File: src/rtl/cnf_pkg.sv
package cnf_pkg;
  localparam int unsigned DEF_PIX_W  = 8;
  localparam int unsigned DEF_LANE_W = 2;
  localparam int unsigned NUM_FIELDS = 2;
  // Field order on the interleaved input: first word after href is A.
  localparam logic FLD_A = 1'b0;
  localparam logic FLD_B = 1'b1;
endpackage

File: src/rtl/cnf_phase.sv
module cnf_phase #(
  parameter  int unsigned SLICES = 4,
  localparam int unsigned PH_W   = $clog2(SLICES)
) (
  input  logic            clk,
  input  logic            rst_n,
  input  logic            href,
  input  logic            adv,
  output logic [PH_W-1:0] phase,
  output logic            last
);
  logic [PH_W-1:0] cnt;

  always_comb begin
    phase = href ? '0 : cnt;
    last  = (phase == PH_W'(SLICES - 1));
  end

  always_ff @(posedge clk) begin
    if (!rst_n)    cnt <= '0;
    else if (adv)  cnt <= last ? '0 : phase + 1'b1;
    else if (href) cnt <= '0;
  end
endmodule

File: src/rtl/cnf_reformatter.sv
module cnf_reformatter #(
  parameter  int unsigned PIX_W   = 8,
  parameter  int unsigned LANE_W  = 2,
  parameter  logic [PIX_W-1:0] BLANK_Y = 8'd16,
  parameter  logic [PIX_W-1:0] BLANK_C = '0,
  localparam int unsigned SLICES  = PIX_W / LANE_W,
  localparam int unsigned PH_W    = $clog2(SLICES)
) (
  input  logic              clk,
  input  logic              rst_n,
  input  logic              href,
  input  logic              active,
  input  logic [PIX_W-1:0]  y_in,
  input  logic [PIX_W-1:0]  u_in,
  input  logic [PIX_W-1:0]  v_in,
  output logic [PIX_W-1:0]  y_out,
  output logic [LANE_W-1:0] u_lane,
  output logic [LANE_W-1:0] v_lane,
  output logic [PH_W-1:0]   phase,
  output logic              grp_load
);
  // Slice k of a sample, counted from the most significant end.
  function automatic logic [LANE_W-1:0] slice_of(input logic [PIX_W-1:0] s,
                                                 input logic [PH_W-1:0]  k);
    int unsigned sh;
    sh = LANE_W * (SLICES - 1 - int'(k));
    return LANE_W'(s >> sh);
  endfunction

  logic              unused_last;
  logic [PIX_W-1:0]  u_hold, v_hold;
  logic [PIX_W-1:0]  u_src, v_src;

  cnf_phase #(.SLICES(SLICES)) u_phase (
    .clk(clk), .rst_n(rst_n), .href(href), .adv(active),
    .phase(phase), .last(unused_last)
  );

  always_comb begin
    grp_load = active && (phase == '0);
    u_src    = grp_load ? u_in : u_hold;
    v_src    = grp_load ? v_in : v_hold;
  end

  always_ff @(posedge clk) begin
    if (!rst_n) begin
      u_hold <= BLANK_C;
      v_hold <= BLANK_C;
    end else if (grp_load) begin
      u_hold <= u_in;
      v_hold <= v_in;
    end
  end

  always_ff @(posedge clk) begin
    if (!rst_n) begin
      y_out  <= BLANK_Y;
      u_lane <= slice_of(BLANK_C, '0);
      v_lane <= slice_of(BLANK_C, '0);
    end else if (active) begin
      y_out  <= y_in;
      u_lane <= slice_of(u_src, phase);
      v_lane <= slice_of(v_src, phase);
    end else begin
      y_out  <= BLANK_Y;
      u_lane <= slice_of(BLANK_C, phase);
      v_lane <= slice_of(BLANK_C, phase);
    end
  end
endmodule

File: src/rtl/cnf_field_lane.sv
module cnf_field_lane #(
  parameter  int unsigned PIX_W  = 8,
  parameter  int unsigned LANE_W = 2,
  localparam int unsigned ACC_W  = PIX_W - LANE_W
) (
  input  logic              clk,
  input  logic              rst_n,
  input  logic              en,
  input  logic              last,
  input  logic [PIX_W-1:0]  y_in,
  input  logic [LANE_W-1:0] u_sl,
  input  logic [LANE_W-1:0] v_sl,
  output logic [PIX_W-1:0]  y_q,
  output logic [PIX_W-1:0]  u_q,
  output logic [PIX_W-1:0]  v_q,
  output logic              c_vld
);
  // Earlier slices occupy the high bits: first slice received is the MSB pair.
  function automatic logic [PIX_W-1:0] join_sample(input logic [ACC_W-1:0]  acc,
                                                   input logic [LANE_W-1:0] sl);
    return {acc, sl};
  endfunction

  function automatic logic [ACC_W-1:0] push_slice(input logic [ACC_W-1:0]  acc,
                                                  input logic [LANE_W-1:0] sl);
    return ACC_W'({acc, sl});
  endfunction

  logic [ACC_W-1:0] u_acc, v_acc;

  always_ff @(posedge clk) begin
    if (!rst_n) begin
      y_q   <= '0;
      u_q   <= '0;
      v_q   <= '0;
      u_acc <= '0;
      v_acc <= '0;
      c_vld <= 1'b0;
    end else begin
      c_vld <= en && last;
      if (en) begin
        y_q   <= y_in;
        u_acc <= push_slice(u_acc, u_sl);
        v_acc <= push_slice(v_acc, v_sl);
        if (last) begin
          u_q <= join_sample(u_acc, u_sl);
          v_q <= join_sample(v_acc, v_sl);
        end
      end
    end
  end
endmodule

File: src/rtl/cnf_deformatter.sv
module cnf_deformatter #(
  parameter  int unsigned PIX_W  = 8,
  parameter  int unsigned LANE_W = 2,
  localparam int unsigned SLICES = PIX_W / LANE_W,
  localparam int unsigned PH_W   = $clog2(SLICES)
) (
  input  logic              clk,
  input  logic              rst_n,
  input  logic              href,
  input  logic              active,
  input  logic [PIX_W-1:0]  y_in,
  input  logic [LANE_W-1:0] u_sl,
  input  logic [LANE_W-1:0] v_sl,
  output logic [PIX_W-1:0]  y_a,
  output logic [PIX_W-1:0]  y_b,
  output logic              y_vld,
  output logic [PIX_W-1:0]  u_a,
  output logic [PIX_W-1:0]  v_a,
  output logic              c_vld_a,
  output logic [PIX_W-1:0]  u_b,
  output logic [PIX_W-1:0]  v_b,
  output logic              c_vld_b,
  output logic [PH_W-1:0]   phase,
  output logic              fsel
);
  import cnf_pkg::*;

  logic tog;
  logic last;
  logic pair_done;

  logic [PIX_W-1:0] ln_y [NUM_FIELDS];
  logic [PIX_W-1:0] ln_u [NUM_FIELDS];
  logic [PIX_W-1:0] ln_v [NUM_FIELDS];
  logic             ln_vld [NUM_FIELDS];

  always_comb begin
    fsel      = href ? FLD_A : tog;
    pair_done = active && (fsel == FLD_B);
  end

  always_ff @(posedge clk) begin
    if (!rst_n)      tog <= FLD_A;
    else if (active) tog <= (fsel == FLD_A) ? FLD_B : FLD_A;
    else if (href)   tog <= FLD_A;
  end

  // The group phase is shared by both fields and moves on after each B word.
  cnf_phase #(.SLICES(SLICES)) u_phase (
    .clk(clk), .rst_n(rst_n), .href(href), .adv(pair_done),
    .phase(phase), .last(last)
  );

  for (genvar f = 0; f < NUM_FIELDS; f++) begin : g_lane
    logic en_f;
    assign en_f = active && (fsel == 1'(f));
    cnf_field_lane #(.PIX_W(PIX_W), .LANE_W(LANE_W)) u_lane (
      .clk(clk), .rst_n(rst_n), .en(en_f), .last(last),
      .y_in(y_in), .u_sl(u_sl), .v_sl(v_sl),
      .y_q(ln_y[f]), .u_q(ln_u[f]), .v_q(ln_v[f]), .c_vld(ln_vld[f])
    );
  end

  always_ff @(posedge clk) begin
    if (!rst_n) y_vld <= 1'b0;
    else        y_vld <= pair_done;
  end

  always_comb begin
    y_a     = ln_y[0];
    y_b     = ln_y[1];
    u_a     = ln_u[0];
    v_a     = ln_v[0];
    c_vld_a = ln_vld[0];
    u_b     = ln_u[1];
    v_b     = ln_v[1];
    c_vld_b = ln_vld[1];
  end
endmodule

File: src/rtl/chroma_nibble_fmt.sv
module chroma_nibble_fmt #(
  parameter  int unsigned PIX_W   = cnf_pkg::DEF_PIX_W,
  parameter  int unsigned LANE_W  = cnf_pkg::DEF_LANE_W,
  parameter  logic [PIX_W-1:0] BLANK_Y = 8'd16,
  parameter  logic [PIX_W-1:0] BLANK_C = '0,
  localparam int unsigned SLICES  = PIX_W / LANE_W,
  localparam int unsigned PH_W    = $clog2(SLICES)
) (
  input  logic              clk,
  input  logic              rst_n,
  input  logic              fmt_href,
  input  logic              fmt_active,
  input  logic [PIX_W-1:0]  fmt_y,
  input  logic [PIX_W-1:0]  fmt_u,
  input  logic [PIX_W-1:0]  fmt_v,
  output logic [PIX_W-1:0]  fmt_y_o,
  output logic [LANE_W-1:0] fmt_u_lane,
  output logic [LANE_W-1:0] fmt_v_lane,
  input  logic              dfm_href,
  input  logic              dfm_active,
  input  logic [PIX_W-1:0]  dfm_y,
  input  logic [LANE_W-1:0] dfm_u_lane,
  input  logic [LANE_W-1:0] dfm_v_lane,
  output logic [PIX_W-1:0]  dfm_y_a,
  output logic [PIX_W-1:0]  dfm_y_b,
  output logic              dfm_y_vld,
  output logic [PIX_W-1:0]  dfm_u_a,
  output logic [PIX_W-1:0]  dfm_v_a,
  output logic              dfm_c_vld_a,
  output logic [PIX_W-1:0]  dfm_u_b,
  output logic [PIX_W-1:0]  dfm_v_b,
  output logic              dfm_c_vld_b
);
  // Internal events brought out for the bound checker.
  logic [PH_W-1:0] fmt_phase;
  logic            fmt_load;
  logic [PH_W-1:0] dfm_phase;
  logic            dfm_fsel;

  cnf_reformatter #(
    .PIX_W(PIX_W), .LANE_W(LANE_W), .BLANK_Y(BLANK_Y), .BLANK_C(BLANK_C)
  ) u_fmt (
    .clk(clk), .rst_n(rst_n), .href(fmt_href), .active(fmt_active),
    .y_in(fmt_y), .u_in(fmt_u), .v_in(fmt_v),
    .y_out(fmt_y_o), .u_lane(fmt_u_lane), .v_lane(fmt_v_lane),
    .phase(fmt_phase), .grp_load(fmt_load)
  );

  cnf_deformatter #(.PIX_W(PIX_W), .LANE_W(LANE_W)) u_dfm (
    .clk(clk), .rst_n(rst_n), .href(dfm_href), .active(dfm_active),
    .y_in(dfm_y), .u_sl(dfm_u_lane), .v_sl(dfm_v_lane),
    .y_a(dfm_y_a), .y_b(dfm_y_b), .y_vld(dfm_y_vld),
    .u_a(dfm_u_a), .v_a(dfm_v_a), .c_vld_a(dfm_c_vld_a),
    .u_b(dfm_u_b), .v_b(dfm_v_b), .c_vld_b(dfm_c_vld_b),
    .phase(dfm_phase), .fsel(dfm_fsel)
  );
endmodule

File: config.mk
export PLATFORM = sky130hd
export DESIGN_NAME = chroma_nibble_fmt
export DESIGN_NICKNAME = d
export VERILOG_FILES = /design/src/rtl/cnf_pkg.sv /design/src/rtl/cnf_phase.sv /design/src/rtl/cnf_reformatter.sv /design/src/rtl/cnf_field_lane.sv /design/src/rtl/cnf_deformatter.sv /design/src/rtl/chroma_nibble_fmt.sv
export SDC_FILE = /design/constraint.sdc
export NUM_CORES = 1
export LEC_CHECK = 0
export ABC_AREA = 1
export BUFFER_PORTS_ARGS = -buffer_cell sky130_fd_sc_hd__buf_2
export CORE_MARGIN = 5
export CORE_UTILIZATION = 45
export CTS_CLUSTER_DIAMETER = 100
export DETAILED_ROUTE_END_ITERATION = 8
export PLACE_DENSITY = 0.7
export SKIP_CTS_REPAIR_TIMING = 1
export SLEW_MARGIN = 20
export SYNTH_ARGS = -nofsm -noshare
export SYNTH_HDL_FRONTEND = slang
export SYNTH_HIERARCHICAL = 1
export SYNTH_SLANG_ARGS = --single-unit
File: constraint.sdc
create_clock -name clk -period 1.5 [get_ports clk]
set_input_delay 0.375 -clock clk [delete_from_list [all_inputs] [get_ports clk]]
set_output_delay 0.375 -clock clk [all_outputs]
set_load 0.01 [all_outputs]
==> impl_metrics.yaml <==
run_status:
  status: "complete, no violations"
global_routing:
  antenna_found_initial: 0
  grt_pass1_wl_mm: 15.75
  grt_max_degree: 27
  grt_usage_pct: 17.07
  grt_pass1_vias: 3431
  grt.overflow.total: 0
floorplan:
  dieHeight_um: 104.5
  die_w_um: 104.5
  dieArea_mm2: 0.01092
  start_util_pct: 46.05
  ios: 105
  fp-row-count: 34
  core_mm2: 0.008721
placement:
  hpwlAfterDp_mm: 6.906
  port-buffer-count: 104
  post_dp_cell_area_mm2: 0.004669
  dp.cells: 716
  place_worst_setup_slack_ns: -0.04860
  routabilityCongestion: 0.8986
setup_path:
  cp_slowest_stage_delay_ns: 0.37
  worstPathCellList: "inv_1, nor2_1, ha_1, nand2_2, nor2_4, nand2_1, nand2_1"
  crit_type: "reg -> reg"
  start_kind: "flip-flop"
  crit_buf_inv: 1
  path_max_fanout: 13
  crit_top_cell: "nand2_1"
  end_kind: "flip-flop"
  crit_slowest_cell: "dfxtp_1"
  cp.required_ns: 1.79
  worst_ep_arrival_time_ns: 1.67
  cp_top_family: "simple AND/OR/NAND/NOR gates"
  regToRegSetupSlack_ns: 0.12
job:
  cap_violations: 0
timing:
  fin_tns_setup_ns: 0
  fin_skew_ns: 0.02166
  rsz0062_at_grt: "false"
  relSlewSlack_pct: 68.11
  setup_viol: 0
  min_period_ns: 1.380
  setup_ws_ns: 0.1201
  finalHoldViolCount: 0
  slew_viol_final: 0
  tightest_slew_ns: 0.4778
  timing.final.crit_share_pct: 92.00
  fmax_mhz: 724.7
pwr:
  ir_worst_vdd_mv: 0.6334
  p_leak_nw: 2.530
  p_per_area_mw_per_mm2: 1103
route:
  wl_per_cell_um: 12.80
  drc: 0
  drt_iter0_drc: 146
  finalWirelength_mm: 9.366
  antenna_left: 0
  first_pass_iters: 4
  viasPerCell: 4.842
  vias: 3544
synthesis:
  syn_inst: 512
  synth_area_mm2: 0.004016
  yosys_warnings: 6
  synth.avg_cell_area_um2: 7.844
  syn-num-nets: 558
hold_path:
  min_path_type: "in -> reg"
layout:
  drive_above_1_share_pct: 25.00
  final_cell_count_no_fill: 732
  layout.cells.most_common: "nor2_1"
  syn2layout_area_growth_pct: 21.90
  antenna_cells: 0
  utilization_pct: 56.14
  final_nets: 665
  final_cell_mix: "nor2_1 (112), dfxtp_1 (108), buf_2 (104)"
  stdcell_area_mm2: 0.004896
clocking:
  insertion_delay_ns: 0.36
  cts_root_buf: "clkbuf_8"
  cts.sink_count: 108
  tritoncts: "built"
  numCtsBuffers: 9
  cts.path.max_buffers: 2
  clk_pin_slew_worst_paths_ns: 0.10
  htreeDepth: 3
registers in the layout (all words and copies together) (netlist names), 2 cells and up:
register / flops
u_dfm/g_lane.u_lane/c_vld: 2
u_dfm/g_lane.u_lane/u_acc: 12
u_dfm/g_lane.u_lane/u_q: 16
u_dfm/g_lane.u_lane/v_acc: 12
u_dfm/g_lane.u_lane/v_q: 16
u_dfm/g_lane.u_lane/y_q: 16
u_dfm/u_phase/cnt: 2
u_fmt/u_hold: 8
u_fmt/u_lane: 2
u_fmt/u_phase/cnt: 2
u_fmt/v_hold: 8
u_fmt/v_lane: 2
u_fmt/y_out: 8
per-stage QoR:
| stage | total power [W] | hold slack [ns] |
|---|---|---|
| 2_1_floorplan | 0.003391 | 0.4349 |
| 3_3_place_gp | 0.003579 | 0.4482 |
| 3_5_place_dp | 0.003592 | 0.4536 |
| 4_1_cts | 0.005454 | 0.2040 |
| 5_1_grt | 0.005665 | 0.1763 |
| 6_report | 0.005399 | 0.2255 |
layer usage:
metal | track usage (%) | up-vias | routed length, um
met5 | 0 | - | 0
met4 | 4.625 | 0 | 112
met3 | 5.276 | 9 | 664
met2 | 28.33 | 120 | 4451
met1 | 21.40 | 1578 | 4138
li1 | - | 1837 | -
power breakdown:
part | internal [W] | total (W) | switching [W] | leakage, nW
Clock | 0.000854 | 0.00187 | 0.00102 | 0.111
Sequential | 0.00298 | 0.00303 | 0.0000512 | 0.881
Combinational | 0.000200 | 0.000497 | 0.000298 | 1.54
Total | 0.00403 | 0.00540 | 0.00137 | 2.53
area by class of cell:
type	instances	area, um^2
fill	823	3825
sequential	108	2162
multi-input combinational	341	1534
timing repair buffer	125	715.7
clock buffer	10	137.6
tap	108	135.1
inverter	34	127.6
clock inverter	6	83.83
path summary, 6_finish.rpt:
kind / endpoint / start / cells past startpoint
setup / recovery: u_dfm/g_lane[0].u_lane/v_q[4] / u_dfm/u_phase/cnt[0] / 7
setup reg to reg: u_dfm/g_lane[0].u_lane/v_q[4] / u_dfm/u_phase/cnt[0] / 7
hold reg to reg: u_dfm/g_lane[1].u_lane/v_q[5] / u_dfm/g_lane[1].u_lane/v_acc[3] / 2
hold / removal: u_fmt/y_out[4] / fmt_y[4] / 2
Note: power is estimated with default switching activity, not from simulation.
